===== config.mk =====
export PLATFORM = sky130hd
export DESIGN_NAME = spi_eeprom_slave
export DESIGN_NICKNAME = d
export VERILOG_FILES = /design/src/rtl/eep_pkg.sv /design/src/rtl/eep_reset_sync.sv /design/src/rtl/eep_pin_sync.sv /design/src/rtl/eep_store.sv /design/src/rtl/eep_cmd_engine.sv /design/src/rtl/spi_eeprom_slave.sv
export SDC_FILE = /design/constraint.sdc
export NUM_CORES = 2
export LEC_CHECK = 0
export BUFFER_PORTS_ARGS = -buffer_cell sky130_fd_sc_hd__buf_2
export CORE_ASPECT_RATIO = 0.75
export CORE_UTILIZATION = 45
export CTS_BUF_LIST = sky130_fd_sc_hd__clkbuf_4
export CTS_CLUSTER_SIZE = 24
export DETAILED_ROUTE_END_ITERATION = 16
export GPL_TIMING_DRIVEN = 0
export PLACE_DENSITY = 0.62
export SYNTH_ARGS = -nofsm -noshare
export SYNTH_HDL_FRONTEND = slang
export SYNTH_HIERARCHICAL = 1
export SYNTH_SLANG_ARGS = --single-unit

===== constraint.sdc =====
create_clock -name clk -period 31 [get_ports clk]
set_input_delay 3.1 -clock clk [delete_from_list [all_inputs] [get_ports clk]]
set_output_delay 3.1 -clock clk [all_outputs]
set_load 0.1 [all_outputs]

===== src/rtl/eep_pkg.sv =====
package eep_pkg;

  localparam logic [7:0] OPC_WRSR = 8'h01;
  localparam logic [7:0] OPC_WRITE = 8'h02;
  localparam logic [7:0] OPC_READ = 8'h03;
  localparam logic [7:0] OPC_WRDI = 8'h04;
  localparam logic [7:0] OPC_RDSR = 8'h05;
  localparam logic [7:0] OPC_WREN = 8'h06;

  typedef enum logic [2:0] {
    ST_OP,
    ST_ADDR,
    ST_RDAT,
    ST_WDAT,
    ST_RSTAT,
    ST_WSTAT,
    ST_SKIP
  } eep_state_e;

endpackage


===== src/rtl/eep_reset_sync.sv =====
module eep_reset_sync (
  input  logic clk,
  input  logic rst_n,
  output logic rst_n_sync
);
  logic [1:0] rs_q;

  always_ff @(posedge clk or negedge rst_n) begin
    if (!rst_n) rs_q <= 2'b00;
    else        rs_q <= {rs_q[0], 1'b1};
  end

  assign rst_n_sync = rs_q[1];
endmodule


===== src/rtl/eep_pin_sync.sv =====
module eep_pin_sync (
  input  logic clk,
  input  logic rst_n,
  input  logic cs_n_pin,
  input  logic sck_pin,
  input  logic mosi_pin,
  output logic cs_act,
  output logic cs_end,
  output logic sck_rise,
  output logic sck_fall,
  output logic mosi_bit
);
  logic [2:0] cs_q;
  logic [2:0] sck_q;
  logic [1:0] mosi_q;

  always_ff @(posedge clk or negedge rst_n) begin
    if (!rst_n) begin
      cs_q   <= 3'b111;
      sck_q  <= 3'b000;
      mosi_q <= 2'b00;
    end else begin
      cs_q   <= {cs_q[1:0], cs_n_pin};
      sck_q  <= {sck_q[1:0], sck_pin};
      mosi_q <= {mosi_q[0], mosi_pin};
    end
  end

  assign cs_act   = ~cs_q[1];
  assign cs_end   = cs_q[1] & ~cs_q[2];
  assign sck_rise = cs_act & sck_q[1] & ~sck_q[2];
  assign sck_fall = cs_act & ~sck_q[1] & sck_q[2];
  assign mosi_bit = mosi_q[1];


  end_idle_chk: assert property (@(posedge clk) disable iff (!rst_n)
    cs_end |=> !cs_act);
endmodule


===== src/rtl/eep_store.sv =====
module eep_store #(
  parameter int DEPTH = 128,
  localparam int AW = $clog2(DEPTH)
) (
  input  logic          clk,
  input  logic          rst_n,
  input  logic          we,
  input  logic [AW-1:0] waddr,
  input  logic [7:0]    wdata,
  input  logic [AW-1:0] raddr,
  output logic [7:0]    rdata
);
  logic [7:0] words [DEPTH];

  for (genvar g = 0; g < DEPTH; g++) begin : g_word
    logic [7:0] word_q;
    logic       word_en;

    assign word_en = we && (waddr == AW'(g));

    always_ff @(posedge clk or negedge rst_n) begin
      if (!rst_n)       word_q <= 8'h00;
      else if (word_en) word_q <= wdata;
    end

    assign words[g] = word_q;
  end

  assign rdata = words[raddr];
endmodule


===== src/rtl/eep_cmd_engine.sv =====
module eep_cmd_engine
  import eep_pkg::*;
#(
  parameter int DEPTH       = 128,
  parameter int BLOCK       = 8,
  parameter int BUSY_CYCLES = 600,
  parameter int ADDR_MUNGE  = 0,
  localparam int AW = $clog2(DEPTH),
  localparam int BW = $clog2(BLOCK),
  localparam int CW = $clog2(BUSY_CYCLES + 1)
) (
  input  logic          clk,
  input  logic          rst_n,
  input  logic          cs_act,
  input  logic          cs_end,
  input  logic          sck_rise,
  input  logic          sck_fall,
  input  logic          mosi_bit,
  input  logic [7:0]    rd_data,
  output logic [AW-1:0] rd_addr,
  output logic          wr_en,
  output logic [AW-1:0] wr_addr,
  output logic [7:0]    wr_data,
  output logic          miso
);
  localparam int EIGHTH = DEPTH / 8;

  eep_state_e    state_q, state_n;
  logic [2:0]    bit_q, bit_n;
  logic [6:0]    rx_q, rx_n;
  logic [AW-1:0] addr_q, addr_n;
  logic          a8_q, a8_n;
  logic          is_wr_q, is_wr_n;
  logic          wel_q, wel_n;
  logic [2:0]    bp_q, bp_n;
  logic          wpen_q, wpen_n;
  logic [CW-1:0] busy_q, busy_n;
  logic [7:0]    tx_q, tx_n;
  logic          miso_q, miso_n;
  logic          wcmd_q, wcmd_n;

  logic          byte_done;
  logic [7:0]    byte_in;
  logic [7:0]    op_c;
  logic [8:0]    addr_full;
  logic [AW-1:0] new_addr;
  logic [AW-1:0] page_next;
  logic [AW:0]   prot_base;
  logic          prot_hit;
  logic          busy;
  logic [7:0]    status_c;

  assign byte_done = sck_rise && (bit_q == 3'd7);
  assign byte_in   = {rx_q, mosi_bit};
  assign op_c      = (ADDR_MUNGE != 0) ? (byte_in & 8'hF7) : byte_in;
  assign addr_full = {(ADDR_MUNGE != 0) && a8_q, byte_in};
  assign new_addr  = AW'(addr_full);
  assign busy      = (busy_q != '0);
  assign status_c  = {wpen_q, 2'b00, bp_q, wel_q, busy};

  // Next address inside the aligned block: upper bits held, lower bits wrap.
  always_comb begin
    page_next = addr_q;
    page_next[BW-1:0] = addr_q[BW-1:0] + BW'(1);
  end

  // Protected window is the top bp/8 of the array.
  assign prot_base = (AW+1)'(DEPTH) - ((AW+1)'(bp_q) * (AW+1)'(EIGHTH));
  assign prot_hit  = ({1'b0, addr_q} >= prot_base);

  assign rd_addr = (state_q == ST_ADDR) ? new_addr : addr_q + AW'(1);
  assign wr_addr = addr_q;
  assign wr_data = byte_in;
  assign miso    = miso_q;

  always_comb begin
    state_n = state_q;
    bit_n   = bit_q;
    rx_n    = rx_q;
    addr_n  = addr_q;
    a8_n    = a8_q;
    is_wr_n = is_wr_q;
    wel_n   = wel_q;
    bp_n    = bp_q;
    wpen_n  = wpen_q;
    busy_n  = busy_q;
    tx_n    = tx_q;
    miso_n  = miso_q;
    wcmd_n  = wcmd_q;
    wr_en   = 1'b0;

    if (busy) busy_n = busy_q - CW'(1);

    if (cs_end) begin
      state_n = ST_OP;
      bit_n   = 3'd0;
      tx_n    = 8'h00;
      miso_n  = 1'b0;
      wcmd_n  = 1'b0;
      if (wcmd_q) begin
        wel_n  = 1'b0;
        busy_n = CW'(BUSY_CYCLES);
      end
    end else if (cs_act) begin
      if (sck_rise) begin
        bit_n = bit_q + 3'd1;
        rx_n  = {rx_q[5:0], mosi_bit};
      end
      if (sck_fall) begin
        miso_n = tx_q[7];
        tx_n   = {tx_q[6:0], 1'b0};
      end
      if (byte_done) begin
        unique case (state_q)
          ST_OP: begin
            a8_n    = byte_in[3];
            state_n = ST_SKIP;
            if (!busy || op_c == OPC_RDSR) begin
              unique case (op_c)
                OPC_WREN: wel_n = 1'b1;
                OPC_WRDI: wel_n = 1'b0;
                OPC_RDSR: begin
                  tx_n    = status_c;
                  state_n = ST_RSTAT;
                end
                OPC_WRSR: if (wel_q) begin
                  state_n = ST_WSTAT;
                  wcmd_n  = 1'b1;
                end
                OPC_WRITE: if (wel_q) begin
                  state_n = ST_ADDR;
                  is_wr_n = 1'b1;
                  wcmd_n  = 1'b1;
                end
                OPC_READ: begin
                  state_n = ST_ADDR;
                  is_wr_n = 1'b0;
                end
                default: state_n = ST_SKIP;
              endcase
            end
          end
          ST_ADDR: begin
            addr_n = new_addr;
            if (is_wr_q) begin
              state_n = ST_WDAT;
            end else begin
              state_n = ST_RDAT;
              tx_n    = rd_data;
            end
          end
          ST_RDAT: begin
            addr_n = addr_q + AW'(1);
            tx_n   = rd_data;
          end
          ST_WDAT: begin
            wr_en  = !prot_hit;
            addr_n = page_next;
          end
          ST_RSTAT: tx_n = status_c;
          ST_WSTAT: begin
            wpen_n  = byte_in[7];
            bp_n    = byte_in[4:2];
            state_n = ST_SKIP;
          end
          default: state_n = ST_SKIP;
        endcase
      end
    end
  end

  always_ff @(posedge clk or negedge rst_n) begin
    if (!rst_n) begin
      state_q <= ST_OP;
      bit_q   <= 3'd0;
      rx_q    <= 7'd0;
      addr_q  <= '0;
      a8_q    <= 1'b0;
      is_wr_q <= 1'b0;
      wel_q   <= 1'b0;
      bp_q    <= 3'd0;
      wpen_q  <= 1'b0;
      busy_q  <= '0;
      tx_q    <= 8'h00;
      miso_q  <= 1'b0;
      wcmd_q  <= 1'b0;
    end else begin
      state_q <= state_n;
      bit_q   <= bit_n;
      rx_q    <= rx_n;
      addr_q  <= addr_n;
      a8_q    <= a8_n;
      is_wr_q <= is_wr_n;
      wel_q   <= wel_n;
      bp_q    <= bp_n;
      wpen_q  <= wpen_n;
      busy_q  <= busy_n;
      tx_q    <= tx_n;
      miso_q  <= miso_n;
      wcmd_q  <= wcmd_n;
    end
  end


  wel_clear_chk: assert property (@(posedge clk) disable iff (!rst_n)
    (cs_end && wcmd_q) |=> !wel_q);


  busy_load_chk: assert property (@(posedge clk) disable iff (!rst_n)
    (cs_end && wcmd_q) |=> (busy_q == CW'(BUSY_CYCLES)));


  busy_nowr_chk: assert property (@(posedge clk) disable iff (!rst_n)
    wr_en |-> !busy);


  wel_gate_chk: assert property (@(posedge clk) disable iff (!rst_n)
    wr_en |-> wel_q);


  page_wrap_chk: assert property (@(posedge clk) disable iff (!rst_n)
    (state_q == ST_WDAT && byte_done) |=>
      ((addr_q >> BW) == ($past(addr_q) >> BW)));


  bit_clear_chk: assert property (@(posedge clk) disable iff (!rst_n)
    cs_end |=> (bit_q == 3'd0));
endmodule


===== src/rtl/spi_eeprom_slave.sv =====
module spi_eeprom_slave #(
  parameter int DEPTH       = 128,
  parameter int BLOCK       = 8,
  parameter int BUSY_CYCLES = 600,
  parameter int ADDR_MUNGE  = 0
) (
  input  logic clk,
  input  logic rst_n,
  input  logic spi_cs_n,
  input  logic spi_sck,
  input  logic spi_mosi,
  output logic spi_miso
);
  localparam int AW = $clog2(DEPTH);

  logic          rst_n_s;
  logic          cs_act, cs_end, sck_rise, sck_fall, mosi_bit;
  logic [AW-1:0] rd_addr, wr_addr;
  logic [7:0]    rd_data, wr_data;
  logic          wr_en;

  eep_reset_sync u_rst (
    .clk        (clk),
    .rst_n      (rst_n),
    .rst_n_sync (rst_n_s)
  );

  eep_pin_sync u_pins (
    .clk      (clk),
    .rst_n    (rst_n_s),
    .cs_n_pin (spi_cs_n),
    .sck_pin  (spi_sck),
    .mosi_pin (spi_mosi),
    .cs_act   (cs_act),
    .cs_end   (cs_end),
    .sck_rise (sck_rise),
    .sck_fall (sck_fall),
    .mosi_bit (mosi_bit)
  );

  eep_cmd_engine #(
    .DEPTH       (DEPTH),
    .BLOCK       (BLOCK),
    .BUSY_CYCLES (BUSY_CYCLES),
    .ADDR_MUNGE  (ADDR_MUNGE)
  ) u_eng (
    .clk      (clk),
    .rst_n    (rst_n_s),
    .cs_act   (cs_act),
    .cs_end   (cs_end),
    .sck_rise (sck_rise),
    .sck_fall (sck_fall),
    .mosi_bit (mosi_bit),
    .rd_data  (rd_data),
    .rd_addr  (rd_addr),
    .wr_en    (wr_en),
    .wr_addr  (wr_addr),
    .wr_data  (wr_data),
    .miso     (spi_miso)
  );

  eep_store #(
    .DEPTH (DEPTH)
  ) u_mem (
    .clk   (clk),
    .rst_n (rst_n_s),
    .we    (wr_en),
    .waddr (wr_addr),
    .wdata (wr_data),
    .raddr (rd_addr),
    .rdata (rd_data)
  );
endmodule


# --- After elaboration in Yosys (flattened, before gate mapping) ---
# Index checks and enable logic that the tools add are counted.
op_classes:
  reduce_logical: 158
  n_addsub: 5
  magnitude_cmp: 2
  multipliers: 0
  muxes: 50
  eq_ne: 143
  div_mod_pow: 0
  n_shift: 0
  bitwise: 12
op_table:
  columns: ["cell", "n"]
  rows:
  - ["$eq A7 B7 Y1 const B", 64]
  - ["$eq A7 B6 Y1 const B", 32]
  - ["$logic_and A1 B1 Y1", 129]
  - ["$eq A7 B5 Y1 const B", 16]
  - ["$mux W8", 9]
  - ["$bmux W8 S7", 1]
  - ["$eq A7 B4 Y1 const B", 8]
  - ["$pmux W8 S4", 1]
  - ["$mux W10", 3]
  - ["$eq A7 B3 Y1 const B", 4]
  - ["$eq A8 B3 Y1 const B", 3]
  - ["$mux W3", 8]
  - ["$mux W1", 21]
  - ["$pmux W7 S3", 1]
  - ["$reduce_bool A2 Y1", 9]
  - ["$eq A8 B2 Y1 const B", 2]
  - ["$eq A7 B2 Y1 const B", 2]
  - ["$pmux W3 S4", 1]
  - ["$reduce_and A6 Y1", 2]
  - ["$reduce_bool A10 Y1", 1]
  - ["$sub A10 B1 Y10 const B", 1]
  - ["$eq A3 B3 Y1 const B", 3]
  - ["$pmux W3 S3", 1]
  - ["$eq A8 B1 Y1 const B", 1]
  - ["28 further kinds", 47]
totals:
  inputBits: 5
  rom_bits: 0
  reg_bits: 1080
  mem_count: 0
  ram_bits: 0
  latch_bits: 0
  output_inout_bits: 1

# --- Depth between registers and ports, before layout ---
logic_depth:
  depth_word: 11
  mapped_depth: 15
  depth_no_buf: 11

# --- By module ---
# Netlist, hierarchy kept.
by_module_without_submodules:
  columns: ["mod", "area_per_inst_um2", "seq_area_each_um2", "instances", "cells_each"]
  rows:
  - ["eep_store", 46402.0, 25624.6, 1, 2774]
  - ["eep_cmd_engine", 2902.8, 1151.1, 1, 310]
  - ["eep_pin_sync", 229.0, 203.9, 1, 12]
  - ["eep_reset_sync", 53.8, 50.0, 1, 3]

# --- Worst setup path before layout ---
# No wires, ideal clock.
synth_path:
  kind: "register to register"
  startpoint: "reg u_eng.state_q[0]"
  endpoint: "reg u_eng.tx_q[0]"
  stages_incl_launch_ff: 14
  setup_time_ns: 0.126
  setup_slack_ns: 26.496
  required_time_ns: 30.874
  t_arrival_ns: 4.378
  path_cell_list: "dfrtp_1 -> clkbuf_1 -> nor3b_1 -> clkbuf_1 -> nand2_1 -> o21ai_0 -> clkbuf_1 -> buf_1 -> mux4_2 -> mux4_2 -> mux4_2 -> mux2_2 -> a31o_2 -> a221o_1"
synth_between:
  elab_chain_len: 11
synth_rtl:
  columns: ["element", "line", "rtl"]
  rows:
  - ["start: declaration", "eep_cmd_engine.sv:28", "eep_state_e state_q, state_n;"]
  - ["start signal: assignment", "eep_cmd_engine.sv:188", "state_q <= state_n;"]
  - ["$eq A3 B1 Y1 (*)", "eep_cmd_engine.sv:71", "assign rd_addr = (state_q == ST_ADDR) ? new_addr : addr_q + AW'(1);"]
  - ["$mux W7 (*)", "eep_cmd_engine.sv:71", null]
  - ["net rd_addr[0]", "spi_eeprom_slave.sv:18", "logic [AW-1:0] rd_addr, wr_addr;"]
  - ["$not A7 Y8 (not written as such) (*)", "eep_store.sv:29", "assign rdata = words[raddr];"]
  - ["$bmux W8 S7 (*)", "eep_store.sv:29", null]
  - ["$mux W8 (not written as such) (*) (2 in a row)", "eep_store.sv:29", null]
  - ["net rd_data[0]", "spi_eeprom_slave.sv:19", "logic [7:0] rd_data, wr_data;"]
  - ["$mux W8", "eep_cmd_engine.sv:145", "if (is_wr_q) begin"]
  - ["$pmux W8 S4 (*)", "eep_cmd_engine.sv:114", "unique case (state_q)"]
  - ["$mux W8 (*)", "eep_cmd_engine.sv:113", "if (byte_done) begin"]
  - ["$mux W8 (*)", "eep_cmd_engine.sv:104", "end else if (cs_act) begin"]
  - ["$mux W8 (*)", "eep_cmd_engine.sv:94", "if (cs_end) begin"]
  - ["end signal: assignment", "eep_cmd_engine.sv:198", "tx_q <= tx_n;"]
  - ["end: declaration", "eep_cmd_engine.sv:38", "logic [7:0] tx_q, tx_n;"]
# The timed path passes the listed nets; every way through them passes the cells marked *. The select of a mux whose other input is x is not followed.
# A chain may end at the register's enable or synchronous reset.

# --- Final worst setup path ---
layout_path:
  startpoint: "reg u_eng.state_q[0]"
  endpoint: "reg u_eng.tx_q[3]"
# Same word-level chain as after synthesis.

==> results.py <==
metrics = {
    "clocking": {
        "h-tree-depth": 5,
        "clk_pin_slew_ps": 70,
        "root_buffer": "clkbuf_4",
        "post-cts-setup-buffers": 0,
        "cts_resized": 0,
        "clock-sinks": 1080,
        "cts_buffer_depth": 4,
        "cts_made_buffers": 291,
        "insertion_delay_ps": 1190,
        "cts_tree": "done",
        "ctsHoldBuffers": 0,
    },
    "placed_design": {
        "gp_routability_congestion": 0.958,
        "portBuffers": 5,
        "dpl.hpwl_microns": 112000,
    },
    "global_route": {
        "grt_pass1_wl_microns": 232000,
        "overflow": 0,
        "grtUsageTotal_pct": 29.4,
        "grt_pass1_vias": 33100,
        "grt_max_degree": 78,
        "antenna_found_initial": 18,
    },
    "synth": {
        "syn_nets": 3113,
        "syn-cell-area_sq_um": 49600,
        "synth_flop_cell": "dfrtp_1",
        "ys_types": 62,
        "ys_seq_area_share_pct": 54.5,
        "yosys_warnings": 6,
        "async_flop_share_pct": 100,
        "ys_seq_elements": 1080,
        "synth_edf_count": 0,
        "synth_area_per_cell_sq_um": 16.0,
        "synth_cells": 3099,
    },
    "cells_and_area": {
        "area_growth_pct": 11.2,
        "fin_nets": 3429,
        "drive_above_1_share_pct": 52.2,
        "multi_input_area_sq_um": 21600,
        "post-route-util_pct": 50.4,
        "fill_cells": 9147,
        "regArea_sq_um": 27000,
    },
    "setup_path": {
        "crit_type": "flip-flop to flip-flop",
        "worstSetupStartpointType": "flip-flop",
        "slowest_stage": "clkbuf_1",
        "cp_max_fo": 10,
        "arrival_ps": 7880,
        "path_cells": "clkbuf_1 > nor3b_1 > clkbuf_1 > nand2_1 > o21ai_0 > clkbuf_1 > buf_1 > mux4_2 > mux4_2 > mux4_2 > mux2_2 > o2111ai_1 > a21oi_1 > a221o_1",
        "cp.required_ps": 32000,
        "cp-end-kind": "flip-flop",
        "cpPeakStageDelay_ps": 1030,
    },
    "sta": {
        "max_freq_ghz": 0.145,
        "slew_violations": 19,
        "layout_min_cycle_time_ps": 6880,
        "max_slew_margin_pct": -6.18,
        "setup_violations": 0,
        "hold_viol_final": 0,
        "period_share_pct": 22.2,
        "rsz0062_at_grt": "no",
        "clock_skew_ps": 68.8,
        "setup_tns_ps": 0,
        "worst_pin_slew_ps": 1590,
    },
    "detailed_routing": {
        "drtPass1Iterations": 5,
        "via_count": 31400,
        "drt_iter0_drc": 2881,
        "drc": 0,
        "routed_wirelength_microns": 161000,
        "wl_per_cell_microns": 32.0,
        "vias_per_cell": 6.24,
        "ant_nets": 0,
    },
    "pwr": {
        "p_seq_share_pct": 50.1,
        "combPwrFrac_pct": 8.5,
        "p_per_area_nw_per_um2": 51.4,
        "leakagePower_nw": 26.1,
        "pwr-share-clk_pct": 41.4,
        "p_int_mw": 2.04,
        "ir_worst_vdd_mv": 0.0267,
        "p_switching_mw": 0.793,
        "switching_share_pct": 28.0,
    },
    "floorplan": {
        "core-area_sq_um": 109000,
        "dieArea_sq_um": 112000,
        "num_io_pins": 6,
        "die_y_microns": 289,
        "start_util_pct": 45.4,
        "die_w_microns": 385,
        "rows": 105,
    },
    "run": {
        "drv_cap": 3,
    },
    "outcome": {
        "status": "finished with violations",
        "violations": "capacitance limit, slew limit",
    },
    "worst_hold_path": {
        "hold_path_class": "flip-flop to async pin",
    },
}
synthesized netlist by cell type, drive strengths merged, types with 2 or more instances:
cell type	n	share of area, %
o21a	3	0.045
nand3	16	0.16
ha	9	0.23
a41oi	2	0.035
nor3b	13	0.20
xor2	3	0.053
a311oi	3	0.053
nor2b	10	0.13
a21o	4	0.061
or4	4	0.068
or2	2	0.025
mux2	1050	24
a211oi	2	0.030
o211ai	2	0.030
buf	52	0.52
mux4	336	15
a21oi	18	0.18
nand3b	6	0.091
a221o	7	0.14
o21ai	17	0.17
and3	4	0.050
nand2b	8	0.10
o2111ai	5	0.088
and3b	6	0.11
or3	8	0.10
o2bb2ai	2	0.035
nor4	7	0.088
nor2	93	0.70
clkbuf	179	1.4
inv	15	0.11
or3b	5	0.088
xnor2	5	0.088
o211a	2	0.040
a31o	2	0.035
a22o	3	0.053
and2	4	0.050
nor3	11	0.11
nand2	78	0.59
dfstp	3	0.16
a31oi	6	0.076
o22ai	2	0.025
dfrtp	1077	54
cell usage in the layout (no fill, tap or decap), types with 9 or more instances in the layout:
cell type  count
buf_4          9
o21ai_0       17
nand2_1       78
clkinv_1      37
clkbuf_1     177
ha_1           9
nor2_1        93
mux2_2      1050
dfrtp_1     1076
nand3_1       16
buf_1         23
nor3_1        10
a21oi_1       18
clkbuf_4     401
nor2b_1       10
buf_2         25
nor3b_1       13
diode_2       13
inv_1         15
buf_16        15
mux4_2       336
sequential cells by signal (all words and copies together) (netlist names):
register / flops
u_pins/cs_q: 3
u_pins/mosi_q: 2
u_eng/tx_q: 8
u_eng/busy_q: 10
u_eng/wcmd_q: 1
u_eng/wel_q: 1
u_mem/g_word.word_q: 1024
u_eng/bit_q: 3
u_eng/state_q: 3
u_rst/rs_q: 2
u_eng/wpen_q: 1
u_eng/wr_addr: 7
u_eng/bp_q: 3
u_eng/rx_q: 7
u_eng/miso: 1
u_eng/is_wr_q: 1
u_pins/sck_q: 3
power by group through the flow:
stage | clock [mW] | combinational, mW | sequential [mW]
finish | 1.17 | 0.242 | 1.42
global route | 1.28 | 0.246 | 1.42
CTS | 1.21 | 0.233 | 1.42
detailed placement | 0 | 0.232 | 1.45
global placement | 0 | 0.194 | 1.47
floorplan | 0 | 0.0724 | 1.46
critical path, delay by kind of cell (launching register included):
| kind | cells | cell delay [ps] |
|---|---|---|
| flops | 1 | 450 |
| compound gates | 4 | 810 |
| buf+inv | 4 | 2700 |
| mux | 4 | 2010 |
| simple gates | 2 | 750 |
final cells by class:
class | count | area share [%]
clock buffers | 401 | 5.46
inverters | 15 | 0.102
diodes | 13 | 0.0590
plain buffers | 231 | 1.70
well taps | 1444 | 3.28
repair buffers | 23 | 0.860
clock inverters | 45 | 0.363
multi-input cells | 1773 | 39.1
flip-flops and latches | 1080 | 49.0
path summary, 6_finish.rpt:
kind	from	end	slack [ps]	cells after the start
hold / removal	u_rst/rs_q[1]	u_mem/g_word[73].word_q[2]	320	0
setup reg to reg	u_eng/state_q[0]	u_eng/tx_q[3]	24120	14
min in group clk	u_pins/sck_q[0]	u_pins/sck_q[1]	330	0
max in group asynchronous	u_rst/rs_q[1]	u_mem/g_word[38].word_q[2]	28430	5
setup / recovery	u_eng/state_q[0]	u_eng/tx_q[3]	24120	14
hold reg to reg	u_rst/rs_q[1]	u_mem/g_word[73].word_q[2]	320	0
layer usage:
| metal | track usage, % | vias to the layer above | wire, microns |
|---|---|---|---|
| met4 | 12.0 | 8 | 5140 |
| li1 | - | 12500 | - |
| met5 | 0 | - | 54 |
| met2 | 40.8 | 1546 | 68500 |
| met1 | 41.5 | 17000 | 68900 |
| met3 | 11.3 | 329 | 18100 |
logic make-up (layout without fill, tap and decap cells):
kind of cell               count (synthesis)  in the layout  synth area share (%)
muxes                                   1387           1387                  39.1
xor gates and xnor gates                   8              8                 0.141
and+or+nand+nor                          278            278                  2.71
adders and majority gates                  9              9                 0.227
buffers and inverters                    246            715                  1.99
other                                      1             14               0.00756
AOI/OAI and AO/OA                         90             90                  1.29
DFF                                     1080           1080                  54.5
through the flow:
step | power [mW] | area (sq um) | worst slack, ps | instances | hold WS (ps)
after floorplan | 1.54 | 49600 | 13490 | 3099 | 331
after global placement | 1.67 | 51400 | 8340 | 4548 | 335
after detailed placement | 1.68 | 51900 | 24320 | 4566 | 335
after CTS | 2.86 | 55100 | 24310 | 5012 | 340
after global routing | 2.95 | 55100 | 23940 | 5014 | 327
final | 2.83 | 55100 | 24120 | 5025 | 316
Power figures use the tool's default switching activity.
